--- config.mk ---
export PLATFORM = sky130hd
export DESIGN_NAME = vseg_decoder
export DESIGN_NICKNAME = d
export VERILOG_FILES = /design/src/rtl/vseg_pkg.sv /design/src/rtl/vseg_classify.sv /design/src/rtl/vseg_fault_merge.sv /design/src/rtl/vseg_capture.sv /design/src/rtl/vseg_decoder.sv
export SDC_FILE = /design/constraint.sdc
export NUM_CORES = 1
export LEC_CHECK = 0
export BUFFER_PORTS_ARGS = -buffer_cell sky130_fd_sc_hd__buf_2
export CORE_MARGIN = 3
export CORE_UTILIZATION = 42
export DETAILED_ROUTE_END_ITERATION = 10
export GPL_ROUTABILITY_DRIVEN = 0
export PLACE_DENSITY = 0.88
export SYNTH_ARGS = -nofsm -noshare
export SYNTH_HDL_FRONTEND = slang
export SYNTH_HIERARCHICAL = 1
export SYNTH_SLANG_ARGS = --single-unit
--- constraint.sdc ---
create_clock -name clk -period 2.5 [get_ports clk]
set_input_delay 0.25 -clock clk [delete_from_list [all_inputs] [get_ports clk]]
set_output_delay 0.25 -clock clk [all_outputs]
set_load 0.02 [all_outputs]
--- src/rtl/vseg_pkg.sv ---
package vseg_pkg;

  localparam int VA_W   = 32;
  localparam int SEG_W  = 3;
  localparam int PG2_LO = 13;

  typedef enum logic [1:0] {
    PRIV_KERN = 2'b00,
    PRIV_SUP  = 2'b01,
    PRIV_USR  = 2'b10,
    PRIV_USR2 = 2'b11
  } priv_e;

  typedef enum logic [1:0] {
    LK_HIT     = 2'b00,
    LK_NOMATCH = 2'b01,
    LK_INVALID = 2'b10,
    LK_DIRTY   = 2'b11
  } lk_st_e;

  typedef enum logic [2:0] {
    FC_NONE    = 3'd0,
    FC_BADADDR = 3'd1,
    FC_NOMATCH = 3'd2,
    FC_INVALID = 3'd3,
    FC_DIRTY   = 3'd4
  } fclass_e;

  typedef enum logic [2:0] {
    EXC_NONE      = 3'd0,
    EXC_ADDR_LD   = 3'd1,
    EXC_ADDR_ST   = 3'd2,
    EXC_TLB_LD    = 3'd3,
    EXC_TLB_ST    = 3'd4,
    EXC_TLB_MOD   = 3'd5
  } exc_e;

  localparam logic [VA_W-1:0] UNC0_BASE = 32'h8000_0000;
  localparam logic [VA_W-1:0] UNC1_BASE = 32'hA000_0000;

endpackage

--- src/rtl/vseg_classify.sv ---
module vseg_classify
  import vseg_pkg::*;
(
  input  logic            clk,
  input  logic            rst_n,
  input  logic            valid_i,
  input  logic [VA_W-1:0] addr_i,
  input  logic [1:0]      mode_i,
  input  logic            erl_i,
  output logic            need_map_o,
  output logic            direct_o,
  output logic [VA_W-1:0] direct_pa_o,
  output logic            bad_o
);

  logic [SEG_W-1:0] win;
  logic is_kern, is_sup;
  logic need_map_raw, direct_raw, bad_raw;

  assign win     = addr_i[VA_W-1 -: SEG_W];
  assign is_kern = (mode_i == PRIV_KERN);
  assign is_sup  = (mode_i == PRIV_SUP);

  always_comb begin
    need_map_raw = 1'b0;
    direct_raw   = 1'b0;
    bad_raw      = 1'b0;
    direct_pa_o  = addr_i;
    unique case (win)
      3'd0, 3'd1, 3'd2, 3'd3: begin
        if (erl_i) direct_raw   = 1'b1;
        else       need_map_raw = 1'b1;
      end
      3'd4: begin
        direct_pa_o = addr_i - UNC0_BASE;
        if (is_kern) direct_raw = 1'b1;
        else         bad_raw    = 1'b1;
      end
      3'd5: begin
        direct_pa_o = addr_i - UNC1_BASE;
        if (is_kern) direct_raw = 1'b1;
        else         bad_raw    = 1'b1;
      end
      3'd6: begin
        if (is_kern || is_sup) need_map_raw = 1'b1;
        else                   bad_raw      = 1'b1;
      end
      default: begin
        if (is_kern) need_map_raw = 1'b1;
        else         bad_raw      = 1'b1;
      end
    endcase
  end

  assign need_map_o = valid_i && need_map_raw;
  assign direct_o   = valid_i && direct_raw;
  assign bad_o      = valid_i && bad_raw;

  AST_USER_HIGH_BAD: assert property (@(posedge clk) disable iff (!rst_n)
    (valid_i && addr_i[VA_W-1] && mode_i[1]) |-> (bad_o && !need_map_o));

  AST_ONE_OUTCOME: assert property (@(posedge clk) disable iff (!rst_n)
    $onehot0({need_map_o, direct_o, bad_o}));

endmodule

--- src/rtl/vseg_fault_merge.sv ---
module vseg_fault_merge
  import vseg_pkg::*;
(
  input  logic       clk,
  input  logic       rst_n,
  input  logic       bad_i,
  input  logic       need_map_i,
  input  logic [1:0] lk_status_i,
  input  logic       write_i,
  output logic       fault_o,
  output logic [2:0] exc_o,
  output logic       refill_o
);

  fclass_e fc;

  always_comb begin
    fc = FC_NONE;
    if (bad_i) begin
      fc = FC_BADADDR;
    end else if (need_map_i) begin
      unique case (lk_st_e'(lk_status_i))
        LK_NOMATCH: fc = FC_NOMATCH;
        LK_INVALID: fc = FC_INVALID;
        LK_DIRTY:   fc = FC_DIRTY;
        default:    fc = FC_NONE;
      endcase
    end
  end

  always_comb begin
    exc_o    = EXC_NONE;
    refill_o = 1'b0;
    unique case (fc)
      FC_BADADDR: exc_o = write_i ? EXC_ADDR_ST : EXC_ADDR_LD;
      FC_NOMATCH: begin
        exc_o    = write_i ? EXC_TLB_ST : EXC_TLB_LD;
        refill_o = 1'b1;
      end
      FC_INVALID: exc_o = write_i ? EXC_TLB_ST : EXC_TLB_LD;
      FC_DIRTY:   exc_o = EXC_TLB_MOD;
      default:    exc_o = EXC_NONE;
    endcase
  end

  assign fault_o = (fc != FC_NONE);

  AST_KIND_ON_FAULT: assert property (@(posedge clk) disable iff (!rst_n)
    fault_o == (exc_o != 3'd0));

  AST_REFILL_TLB_ONLY: assert property (@(posedge clk) disable iff (!rst_n)
    refill_o |-> (need_map_i && (exc_o == 3'd3 || exc_o == 3'd4)));

  AST_BAD_IS_ADDR_ERR: assert property (@(posedge clk) disable iff (!rst_n)
    bad_i |-> (exc_o == (write_i ? 3'd2 : 3'd1)));

endmodule

--- src/rtl/vseg_capture.sv ---
module vseg_capture
  import vseg_pkg::*;
#(
  parameter int ASID_W = 8,
  parameter int CBASE_W = 9
) (
  input  logic               clk,
  input  logic               rst_n,
  input  logic               fault_i,
  input  logic               cap_en_i,
  input  logic [VA_W-1:0]    addr_i,
  input  logic [CBASE_W-1:0] ctx_base_i,
  input  logic [ASID_W-1:0]  asid_i,
  output logic [VA_W-1:0]    bad_addr_q,
  output logic [VA_W-1:0]    context_q,
  output logic [VA_W-1:0]    entry_hi_q
);

  localparam int PG2_W = VA_W - PG2_LO;
  localparam int CTX_PAD = VA_W - CBASE_W - PG2_W;
  localparam int EH_PAD = PG2_LO - ASID_W;

  logic            load;
  logic [VA_W-1:0] bad_d, ctx_d, eh_d;

  assign load = fault_i && cap_en_i;

  always_comb begin
    bad_d = bad_addr_q;
    ctx_d = context_q;
    eh_d  = entry_hi_q;
    if (load) begin
      bad_d = addr_i;
      ctx_d = {ctx_base_i, addr_i[VA_W-1:PG2_LO], {CTX_PAD{1'b0}}};
      eh_d  = {addr_i[VA_W-1:PG2_LO], {EH_PAD{1'b0}}, asid_i};
    end
  end

  always_ff @(posedge clk or negedge rst_n) begin
    if (!rst_n) begin
      bad_addr_q <= '0;
      context_q  <= '0;
      entry_hi_q <= '0;
    end else begin
      bad_addr_q <= bad_d;
      context_q  <= ctx_d;
      entry_hi_q <= eh_d;
    end
  end

  AST_CAP_HOLD: assert property (@(posedge clk) disable iff (!rst_n)
    !$past(load) |-> ($stable(bad_addr_q) && $stable(entry_hi_q)));

  AST_CAP_LOAD: assert property (@(posedge clk) disable iff (!rst_n)
    $past(load && rst_n) |-> (bad_addr_q == $past(addr_i)));

endmodule

--- src/rtl/vseg_decoder.sv ---
module vseg_decoder
  import vseg_pkg::*;
#(
  parameter int ASID_W  = 8,
  parameter int CBASE_W = 9
) (
  input  logic               clk,
  input  logic               rst_n,
  input  logic               req_valid,
  input  logic [31:0]        req_addr,
  input  logic               req_write,
  input  logic [1:0]         priv_mode,
  input  logic               err_level,
  output logic               lk_req,
  input  logic [1:0]         lk_status,
  input  logic [31:0]        lk_paddr,
  output logic [31:0]        phys_addr,
  output logic               fault,
  output logic [2:0]         exc_kind,
  output logic               refill,
  input  logic               cap_en,
  input  logic [CBASE_W-1:0] ctx_base,
  input  logic [ASID_W-1:0]  cur_asid,
  output logic [31:0]        bad_addr_q,
  output logic [31:0]        context_q,
  output logic [31:0]        entry_hi_q
);

  logic            need_map, direct, bad;
  logic [VA_W-1:0] direct_pa;

  vseg_classify u_cls (
    .clk         (clk),
    .rst_n       (rst_n),
    .valid_i     (req_valid),
    .addr_i      (req_addr),
    .mode_i      (priv_mode),
    .erl_i       (err_level),
    .need_map_o  (need_map),
    .direct_o    (direct),
    .direct_pa_o (direct_pa),
    .bad_o       (bad)
  );

  vseg_fault_merge u_fm (
    .clk         (clk),
    .rst_n       (rst_n),
    .bad_i       (bad),
    .need_map_i  (need_map),
    .lk_status_i (lk_status),
    .write_i     (req_write),
    .fault_o     (fault),
    .exc_o       (exc_kind),
    .refill_o    (refill)
  );

  vseg_capture #(.ASID_W(ASID_W), .CBASE_W(CBASE_W)) u_cap (
    .clk        (clk),
    .rst_n      (rst_n),
    .fault_i    (fault),
    .cap_en_i   (cap_en),
    .addr_i     (req_addr),
    .ctx_base_i (ctx_base),
    .asid_i     (cur_asid),
    .bad_addr_q (bad_addr_q),
    .context_q  (context_q),
    .entry_hi_q (entry_hi_q)
  );

  assign lk_req    = need_map;
  assign phys_addr = need_map ? lk_paddr : direct_pa;

  AST_UNMAPPED_NO_LOOKUP: assert property (@(posedge clk) disable iff (!rst_n)
    (req_addr[31:30] == 2'b10) |-> !lk_req);

  AST_IDLE_QUIET: assert property (@(posedge clk) disable iff (!rst_n)
    !req_valid |-> (!lk_req && !fault));

  AST_ERL_BYPASS: assert property (@(posedge clk) disable iff (!rst_n)
    (req_valid && err_level && !req_addr[31]) |-> (!fault && phys_addr == req_addr));

endmodule

After elaboration in Yosys (flattened, before gate mapping)
Index checks and enable logic that the tools add are counted.
{ "word_totals": {"out_inout_bits": 134, "elab_cells": 45, "inputBits": 91, "reg_bits": 87} }
{ "op_classes": {"eq_ne": 14, "add_sub_neg": 2, "reduce_logical": 10, "muxes": 16} }
{ "ops": {"columns": ["cell", "n"], "rows": [
  ["$pmux W32 S2", 1],
  ["$sub A32 B32 Y32 const B", 2],
  ["$mux W32", 1],
  ["$pmux W3 S3", 2],
  ["$eq A3 B2 Y1 const B", 4],
  ["$eq A3 B3 Y1 const B", 4],
  ["$mux W3", 3],
  ["$eq A3 B1 Y1 const B", 2],
  ["$mux W1", 6],
  ["$eq A2 B1 Y1 const B", 2],
  ["$eq A2 B2 Y1 const B", 2],
  ["$reduce_or A2 Y1", 2],
  ["$reduce_or A4 Y1", 1],
  ["$logic_and A1 B1 Y1", 3],
  ["$logic_not A3 Y1", 1],
  ["$pmux W1 S3", 1],
  ["$reduce_bool A3 Y1", 1],
  ["$logic_not A2 Y1", 1],
  ["$mux W2", 1],
  ["$pmux W1 S2", 1],
  ["$logic_or A1 B1 Y1", 1]
]} }

Longest topological paths before layout
Gate-level depths: netlist of the first run.
{ "logic_depth": {"word_depth": 10, "depth_mapped": 11, "ltp_nobuf": 9} }

Cells and area by module
Netlist of the first run, hierarchy kept.
{ "modules_own_cells": {"columns": ["mod", "cells_each", "seq_area_each_um2", "n_inst", "area_per_inst_um2"], "rows": [
  ["vseg_capture", 152, 1226.2, 1, 2213.4],
  ["vseg_decoder", 36, 0.0, 1, 544.3],
  ["vseg_classify", 58, 0.0, 1, 412.9],
  ["vseg_fault_merge", 20, 0.0, 1, 133.9]
]} }

Least setup slack after synthesis of the first run
OpenSTA, ideal clock, no wires.
{ "synth_path": {"path_kind": "input to register", "from": "input port req_addr[29]", "to": "register u_cap.bad_addr_q[13]", "cell_stages": 11, "t_required_ns": 2.375, "arrival_ns": 2.551, "slack_ns": -0.176, "setup_ns": 0.125, "path_buffers": 2, "cell_sequence": "inv_1 ha_1 or3_1 o221ai_1 o311a_1 o21ai_0 nand2b_1 nand2_1 buf_6 buf_6 mux2_4"} }
{ "synth_between": {"elab_chain_cells": 8, "elab_cells_between_ends": 17, "cone_classes": "eq/ne: 6; mux: 4; reduce/logical: 7"} }
{ "synth_lines": {"columns": ["element", "line_no", "rtl"], "rows": [
  ["start: declaration", "vseg_decoder.sv:10", "input logic [31:0] req_addr,"],
  ["$eq A3 B1 Y1, or another cell as far along", "vseg_classify.sv:29", "unique case (win)"],
  ["$reduce_or A4 Y1 or $reduce_or A2 Y1 (tied branches)", null, null],
  ["$pmux W1 S3 (*)", "vseg_classify.sv:29", null],
  ["$logic_and A1 B1 Y1 (*)", "vseg_classify.sv:55", "assign need_map_o = valid_i && need_map_raw;"],
  ["named net lk_req", "vseg_decoder.sv:14", "output logic lk_req,"],
  ["$mux W3 (*)", "vseg_fault_merge.sv:21", "end else if (need_map_i) begin"],
  ["$mux W3 (*)", "vseg_fault_merge.sv:19", "if (bad_i) begin"],
  ["$reduce_bool A3 Y1 (*)", "vseg_fault_merge.sv:46", "assign fault_o = (fc != FC_NONE);"],
  ["named net fault", "vseg_decoder.sv:18", "output logic fault,"],
  ["$logic_and A1 B1 Y1 (*)", "vseg_capture.sv:26", "assign load = fault_i && cap_en_i;"],
  ["end signal: assignment", "vseg_capture.sv:41", "bad_addr_q <= '0;"],
  ["end signal: assignment", "vseg_capture.sv:45", "bad_addr_q <= bad_d;"],
  ["end: declaration", "vseg_capture.sv:14", "output logic [VA_W-1:0] bad_addr_q,"]
]} }
The timed path passes the listed nets; every way through them passes the cells marked *.
A chain may end at the register's enable or synchronous reset.

Worst setup path after layout of the first run
{ "layout_path": {"from": "input port req_addr[30]", "to": "output port phys_addr[31]"} }
{ "layout_between": {"elab_chain_cells": 5, "elab_cells_between_ends": 15, "cone_classes": "add/sub: 2; eq/ne: 6; mux: 3; reduce/logical: 4"} }
{ "layout_lines": {"columns": ["element", "line_no", "rtl"], "rows": [
  ["parallel branches: the longest is 4 deep, another holds $sub A32 B32 Y32", null, null],
  ["$mux W32 (*)", "vseg_decoder.sv:71", "assign phys_addr = need_map ? lk_paddr : direct_pa;"],
  ["end: declaration", "vseg_decoder.sv:17", "output logic [31:0] phys_addr,"]
]} }
Every way passes the cells marked *.

==> metrics.yaml, run 1 <==
status: "completed"
finalSetupViolCount: 0
grt_util_all_layers_pct: 16.2
first_pass_iters: 4
cp-end-kind: "output pin"
cts_tree: "done"
synthCells: 263
cts_made_buffers: 5
vias: 2384
postRouteAntennaNets: 0
max-cap-violations: 0
ctsHoldBuffers: 0
clkTransAtPathRegs_ns: 0.09
cp.depth: 9
avgViaCountPerCell: 4.52
critPathMaxFanout: 7
clock-skew-final_ns: 0
rsz0062_at_grt: "no"
powerDensity_mw_per_mm2: 787
clk_path_buf_depth: 2
grt_start_max_net_pins: 50
irDropWorstVdd_mv: 0.381
rows: 31
hp-class: "in -> async"
p_leak_nw: 2.28
initial_utilization_pct: 44.4
wl_per_cell_um: 15.6
placed_cell_area_mm2: 0.00400
die_area_mm2: 0.00892
yosys_warnings: 6
setup-tns-final_ns: 0
path_cells: "buf_4, inv_2, ha_2, or3_4, o221ai_4, o311a_4, buf_12, mux2_2, buf_2"
fin_nets: 525
tightest_slew_ns: 0.599
crit_arrival_ns: 2.16
drc: 0
avgSynthCellArea_um2: 12.5
power.total_mw: 3.34
totalWireLength_um: 8220
crit_required_ns: 2.25
slew_headroom_pct: 60.1
die_w_um: 94.5
max_freq_mhz: 416
clockRootBuffer: "clkbuf_8"
pre_cts_slack_ns: -0.147
path_delay_family: "compound AO/OA/AOI/OAI gates"
io_pins: 225
slew_violations: 0
grt_use_met3_pct: 3.03
finish.instance_area_mm2: 0.00425
drt_first_iter_violations: 40
clkSinkCount: 49
setup_slack_ns: 0.0936
met1_usage_pct: 18.0
slowest_stage: "or3_4"
area_growth_pct: 29.2
fin_crit_sh_pct: 96.3
met2_usage_pct: 31.8
overflow: 0
dp.cells: 515
fin_hold_ws_ns: 0.0368
fill_cells: 640
drive_gt1_share_pct: 78.0
die_h_um: 94.5
core_area_mm2: 0.00741
dp_hpwl_um: 6470
final_core_util_pct: 57.3
grt_pass1_vias: 2358
antenna_cells: 0
cts_max_level: 2
port_buffers: 215
min_period_ns: 2.41
grt_pass1_wl_um: 11500
crit_buf_inv: 4
crit_path_max_incr_delay_ns: 0.41
clk_latency_ns: 0.30
final_cells: 527
path_class: "in -> out"
hold_viol_final: 0
antenna_found_initial: 0
grt.busiest_layer: "met2"
syn_area_mm2: 0.00329
startpoint_type: "input port"
rr_worst_depth: 1
## where the power goes
group / internal [mW] / total (mW) / switching [mW]
logic: 0.683 / 1.63 / 0.943
registers: 1.00 / 1.14 / 0.134
clock network: 0.300 / 0.581 / 0.280
total: 1.99 / 3.34 / 1.36
## sequential cells by signal, indices dropped and copies added (netlist names)
signal / flops
u_cap/context_q: 10
u_cap/entry_hi_q: 8
u_cap/bad_addr_q: 31
## per-layer routing
metal,vias up,routed length [um]
met2,113,4420
li1,1142,-
met4,0,55
met5,-,0
met1,1125,3160
met3,4,577
## what timing repair did
item,CTS,global route
pin swaps,0,3
gates resized for setup,4,10
setup endpoints to repair,22,34
setup buffers,0,0
hold endpoints to repair,0,0
gates cloned,0,4
## cells in the final DEF (no fill, tap or decap), types with 2 or more instances in the layout
cell	n
mux2_2	41
clkbuf_16	3
conb_1	9
nand2b_1	4
inv_2	3
nand2_1	2
nor2_1	5
ha_1	5
mux2_4	40
nor2b_1	2
nand3b_1	2
buf_2	212
buf_4	14
dfrtp_1	49
nor4_1	2
clkbuf_8	5
o21ai_0	7
ha_2	2
buf_12	4
## path summary, 6_finish.rpt
kind                                      start              endpoint  slack, ns
min reg2reg                u_cap/bad_addr_q[11]  u_cap/bad_addr_q[11]       0.51
min in group clk                    ctx_base[8]   u_cap/context_q[31]       0.18
max                                req_addr[30]         phys_addr[31]       0.09
min                                       rst_n  u_cap/bad_addr_q[10]       0.04
max in group asynchronous                 rst_n  u_cap/bad_addr_q[29]       2.06
max reg2reg                u_cap/bad_addr_q[14]  u_cap/bad_addr_q[14]       1.70
## final cells by class
class | instances | area [um^2] | share of cell area, %
Tap cell | 99 | 124 | 2.92
Multi-Input combinational cell | 133 | 1440 | 33.8
Sequential cell | 49 | 1230 | 28.9
Timing Repair Buffer | 234 | 1330 | 31.4
Clock buffer | 5 | 68.8 | 1.62
Inverter | 4 | 15.0 | 0.353
Clock inverter | 3 | 43.8 | 1.03
Power figures use the tool's default switching activity.
==> run 2: changes to the inputs <==
--- a/config.mk
+++ b/config.mk
@@ -7,10 +7,11 @@
 export LEC_CHECK = 0
 export BUFFER_PORTS_ARGS = -buffer_cell sky130_fd_sc_hd__buf_2
 export CORE_MARGIN = 3
-export CORE_UTILIZATION = 42
+export CORE_UTILIZATION = 38
 export DETAILED_ROUTE_END_ITERATION = 10
 export GPL_ROUTABILITY_DRIVEN = 0
-export PLACE_DENSITY = 0.88
+export PLACE_DENSITY = 0.84
+export SLEW_MARGIN = 20
 export SYNTH_ARGS = -nofsm -noshare
 export SYNTH_HDL_FRONTEND = slang
 export SYNTH_HIERARCHICAL = 1
==> constraint.sdc (replaced) <==
create_clock -name clk -period 2 [get_ports clk]
set_input_delay 0.2 -clock clk [delete_from_list [all_inputs] [get_ports clk]]
set_output_delay 0.2 -clock clk [all_outputs]
set_load 0.02 [all_outputs]
==> metrics.yaml, run 2 (same netlist as run 1, synthesis figures left out) <==
max-cap-violations: 0
finalSetupViolCount: 86
met2_usage_pct: 33.7
slew_headroom_pct: 65.3
largest_reg_flops: 31
grt.busiest_layer: "met2"
critPathMaxFanout: 5
vias: 2569
grt_start_max_net_pins: 30
io_pins: 225
antenna_found_initial: 0
path_cells: "buf_12, inv_12, ha_4, or3_4, o221ai_4, o311a_4, buf_12, clkbuf_16, mux2_4, buf_6"
rrSetupSlack_ns: 1.18
cts_made_buffers: 5
dp_hpwl_um: 6470
regMostFlops: "u_cap/bad_addr_q"
dp.cells: 520
wl_per_cell_um: 17.2
rr_worst_depth: 1
violations: "negative setup slack"
clkSinkCount: 49
die_h_um: 99.0
hold_viol_final: 0
rsz0062_at_grt: "yes"
r2r_start: "u_cap/bad_addr_q[23]"
die_area_mm2: 0.00980
core_area_mm2: 0.00830
startpoint_type: "input port"
cp-end-kind: "output pin"
clockRootBuffer: "clkbuf_8"
rows: 33
slowest_stage: "or3_4"
crit_required_ns: 1.80
status: "finished, violations left"
drt_first_iter_violations: 48
drc: 0
clk_path_buf_depth: 2
min_period_ns: 2.29
powerDensity_mw_per_mm2: 880
totalWireLength_um: 9490
fin_nets: 543
mostFrequentLayoutCell: "buf_2"
p_leak_nw: 2.55
final_core_util_pct: 59.4
area_growth_pct: 50.0
path_class: "in -> out"
port_buffers: 215
final_cells: 551
setup_slack_ns: -0.295
crit_path_max_incr_delay_ns: 0.41
grt_use_met3_pct: 3.18
r2r_end: "u_cap/bad_addr_q[23]"
fin_crit_sh_pct: 115
initial_utilization_pct: 39.6
postRouteAntennaNets: 0
antenna_cells: 0
grt_pass1_vias: 2616
power.total_mw: 4.34
crit_arrival_ns: 2.09
overflow: 0
max_freq_mhz: 436
reg_top3: "u_cap/bad_addr_q (31), u_cap/context_q (10), u_cap/entry_hi_q (8)"
fin_hold_ws_ns: 0.123
cts_tree: "done"
avgViaCountPerCell: 4.66
grt_pass1_wl_um: 13500
die_w_um: 99.0
slew_violations: 0
met1_usage_pct: 19.3
irDropWorstVdd_mv: 0.339
hold_depth: 2
first_pass_iters: 4
clk_latency_ns: 0.30
drive_gt1_share_pct: 79.8
cpMostUsedCell: "buf_12"
hp-class: "in -> reg"
cts_max_level: 2
min_from: "ctx_base[3]"
hold_end: "u_cap/context_q[26]"
layout_common_cells: "179 x buf_2, 49 x dfrtp_1, 42 x mux2_4, 39 x mux2_2, 32 x buf_6"
grt_util_all_layers_pct: 17.4
clock-skew-final_ns: 0
clkTransAtPathRegs_ns: 0.10
tightest_slew_ns: 0.520
==> run 2: changes by cell type in the layout (fill, tap and decap cells not counted), moves of 3 or more <==
cell	delta
buf_16	+10
buf_6	+31
buf_4	+4
ha_4	+3
buf_2	-33
buf_12	+5
==> run 2: worst max-delay path by stage <==
stage | slack (ns) | depth (start not counted) | startpoint | end
detailed placement | -0.43 | 9 | req_addr[30] | phys_addr[29]
global route | -0.34 | 10 | req_addr[30] | phys_addr[6]
global placement | -0.36 | 9 | req_addr[30] | phys_addr[29]
finish | -0.29 | 10 | req_addr[30] | phys_addr[6]
floorplan | -0.30 | 10 | req_addr[30] | u_cap/bad_addr_q[13]
CTS | -0.32 | 9 | req_addr[29] | phys_addr[9]
==> run 2: metrics by stage <==
step | setup slack (ns) | setup TNS (ns) | cell area (um^2)
floorplan | -0.305 | -13.50 | 3390
global placement | -0.359 | -26.78 | 4070
detailed placement | -0.429 | -32.49 | 4070
CTS | -0.322 | -15.14 | 4670
global route | -0.335 | -17.16 | 4930
finish | -0.295 | -14.51 | 4930
==> run 2: metal layers <==
layer  part of all wire [%]  vias to the layer above
met1                     36                     1246
met5                      0                        -
met3                    7.1                        8
met2                     56                      127
met4                    1.1                        0
li1                       -                     1188
==> run 2: area by class of cell <==
class                           count  area [um^2]
Clock inverter                      3         25.0
Timing Repair Buffer              252         1920
Multi-Input combinational cell    133         1520
Inverter                            4         32.5
Clock buffer                        5         68.8
Sequential cell                    49         1230
Fill cell                         681         3370
Tap cell                          105          131
==> run 2: power breakdown <==
| part | internal [mW] | switching (mW) |
|---|---|---|
| combinational | 1.05 | 1.25 |
| clock | 0.253 | 0.348 |
| sequential | 1.25 | 0.183 |
| total | 2.56 | 1.78 |
==> run 2: critical path, delay by kind of cell <==
| kind | cells | cell delay, ns |
|---|---|---|
| AO/OA/AOI/OAI | 2 | 0.46 |
| adder cells (fa/ha/maj) | 1 | 0.14 |
| buffers and inverters | 5 | 0.57 |
| AND/OR/NAND/NOR | 1 | 0.41 |
| multiplexers | 1 | 0.31 |
==> run 2: what timing repair did <==
| item | CTS | global route |
|---|---|---|
| resized for setup | 39 | 59 |
| pin swaps | 3 | 7 |
| cloned | 10 | 2 |
| setup endpoints to repair | 85 | 87 |
| setup buffers | 7 | 4 |
| hold buffers | 1 | 0 |
| hold endpoints to repair | 20 | 0 |
==> run 3: changes to the inputs <==
--- a/config.mk
+++ b/config.mk
@@ -7,10 +7,10 @@
 export LEC_CHECK = 0
 export BUFFER_PORTS_ARGS = -buffer_cell sky130_fd_sc_hd__buf_2
 export CORE_MARGIN = 3
-export CORE_UTILIZATION = 38
+export CORE_UTILIZATION = 42
 export DETAILED_ROUTE_END_ITERATION = 10
 export GPL_ROUTABILITY_DRIVEN = 0
-export PLACE_DENSITY = 0.84
+export PLACE_DENSITY = 0.88
 export SLEW_MARGIN = 20
 export SYNTH_ARGS = -nofsm -noshare
 export SYNTH_HDL_FRONTEND = slang
==> constraint.sdc (replaced) <==
create_clock -name clk -period 2.6 [get_ports clk]
set_input_delay 0.26 -clock clk [delete_from_list [all_inputs] [get_ports clk]]
set_output_delay 0.26 -clock clk [all_outputs]
set_load 0.02 [all_outputs]
==> metrics.yaml, run 3 (same netlist as run 1, synthesis figures left out) <==
cp-end-kind: "output pin"
power.total_mw: 3.08
hold_viol_final: 0
grt_start_max_net_pins: 50
path_delay_family: "buffers and inverters"
antenna_cells: 0
cts_max_level: 2
status: "completed"
port_buffers: 215
cts_tree: "done"
area_growth_pct: 25.4
critPathMaxFanout: 10
fin_nets: 516
reg_top3: "u_cap/bad_addr_q (31), u_cap/context_q (10), u_cap/entry_hi_q (8)"
crit_arrival_ns: 2.26
tightest_slew_ns: 0.601
dp.cells: 507
rsz0062_at_grt: "no"
clockRootBuffer: "clkbuf_8"
clock-skew-final_ns: 0
setup_slack_ns: 0.0760
die_w_um: 94.5
mostFrequentLayoutCell: "buf_2"
hp-class: "in -> reg"
core_area_mm2: 0.00741
drc: 0
slowest_stage: "or3_4"
overflow: 0
path_cells: "buf_2, inv_1, ha_1, or3_4, o221ai_2, o311a_4, clkbuf_16, mux2_4, buf_2"
path_class: "in -> out"
slew_headroom_pct: 59.9
setup-tns-final_ns: 0
crit_required_ns: 2.34
wl_per_cell_um: 14.7
rows: 31
drive_gt1_share_pct: 76.4
die_h_um: 94.5
finalSetupViolCount: 0
fin_crit_sh_pct: 97.1
cts_setup_buffers: 0
die_area_mm2: 0.00892
dp_hpwl_um: 6030
crit_path_max_incr_delay_ns: 0.41
grt_pass1_vias: 2258
clk_latency_ns: 0.29
antenna_found_initial: 0
pre_cts_slack_ns: -0.00147
io_pins: 225
clk_path_buf_depth: 2
vias: 2403
layout_common_cells: "214 x buf_2, 49 x dfrtp_1, 41 x mux2_2, 40 x mux2_4, 9 x conb_1"
max-cap-violations: 0
initial_utilization_pct: 44.4
grt_pass1_wl_um: 10700
postRouteAntennaNets: 0
cpMostUsedCell: "buf_2"
clkSinkCount: 49
slew_violations: 0
irDropWorstVdd_mv: 0.342
min_period_ns: 2.52
p_leak_nw: 2.22
regMostFlops: "u_cap/bad_addr_q"
startpoint_type: "input port"
cts_made_buffers: 5
largest_reg_flops: 31
crit_buf_inv: 4
avgViaCountPerCell: 4.64
first_pass_iters: 4
drt_first_iter_violations: 28
final_cells: 518
fin_hold_ws_ns: 0.189
clkTransAtPathRegs_ns: 0.09
powerDensity_mw_per_mm2: 748
max_freq_mhz: 396
totalWireLength_um: 7600
grt_util_all_layers_pct: 15.2
## run 3: cell types whose count changed in the layout (fill, tap and decap cells not counted), sizes merged
cell      change
buf          -27
clkinv        -1
clkinvlp      +1
## run 3: power by group
group / internal (mW) / total [mW] / switching (mW) / leakage (nW)
Clock: 0.196 / 0.460 / 0.264 / 0.0423
Sequential: 0.963 / 1.09 / 0.130 / 0.577
Combinational: 0.638 / 1.53 / 0.894 / 1.60
## run 3: through the flow
stage,util [%],instance area [um^2]
final,55.6,4120
after CTS,54.7,4050
after global placement,53.4,3950
after floorplan,-,3330
after detailed placement,53.4,3950
after global routing,55.6,4120
## run 3: routing by layer
layer	part of all wire, %	GRT usage, %	routed length (um)
met2	53	29.2	4040
met1	37	16.7	2800
met4	1.2	4.33	93
met5	0	0	0
met3	8.7	3.03	663
## run 3: area by class of cell
type                    instances  area, um^2
fillers                       647        3290
multi-input cells             133        1420
repair buffers                225        1240
flip-flops and latches         49        1230
well taps                      99         124
clock buffers                   5        68.8
clock inverters                 3        26.3
inverters                       4        15.0
## run 3: timing repair
action	CTS	global route
hold buffers	0	1
pin swaps	1	2
cloned	0	2
endpoints found under the hold margin	0	21
gates resized for setup	0	2
endpoints found under the setup margin	2	33
## run 3: final timing paths
check,from,end,slack (ns),cells after the start
worst max-delay path,req_addr[29],phys_addr[23],0.08,9
worst min-delay path,cur_asid[5],u_cap/entry_hi_q[5],0.19,2
worst max register to register,u_cap/bad_addr_q[30],u_cap/bad_addr_q[30],1.78,1
worst min register to register,u_cap/bad_addr_q[9],u_cap/bad_addr_q[9],0.51,1
max in group asynchronous,rst_n,u_cap/bad_addr_q[24],1.66,2
min in group asynchronous,rst_n,u_cap/entry_hi_q[0],0.53,2
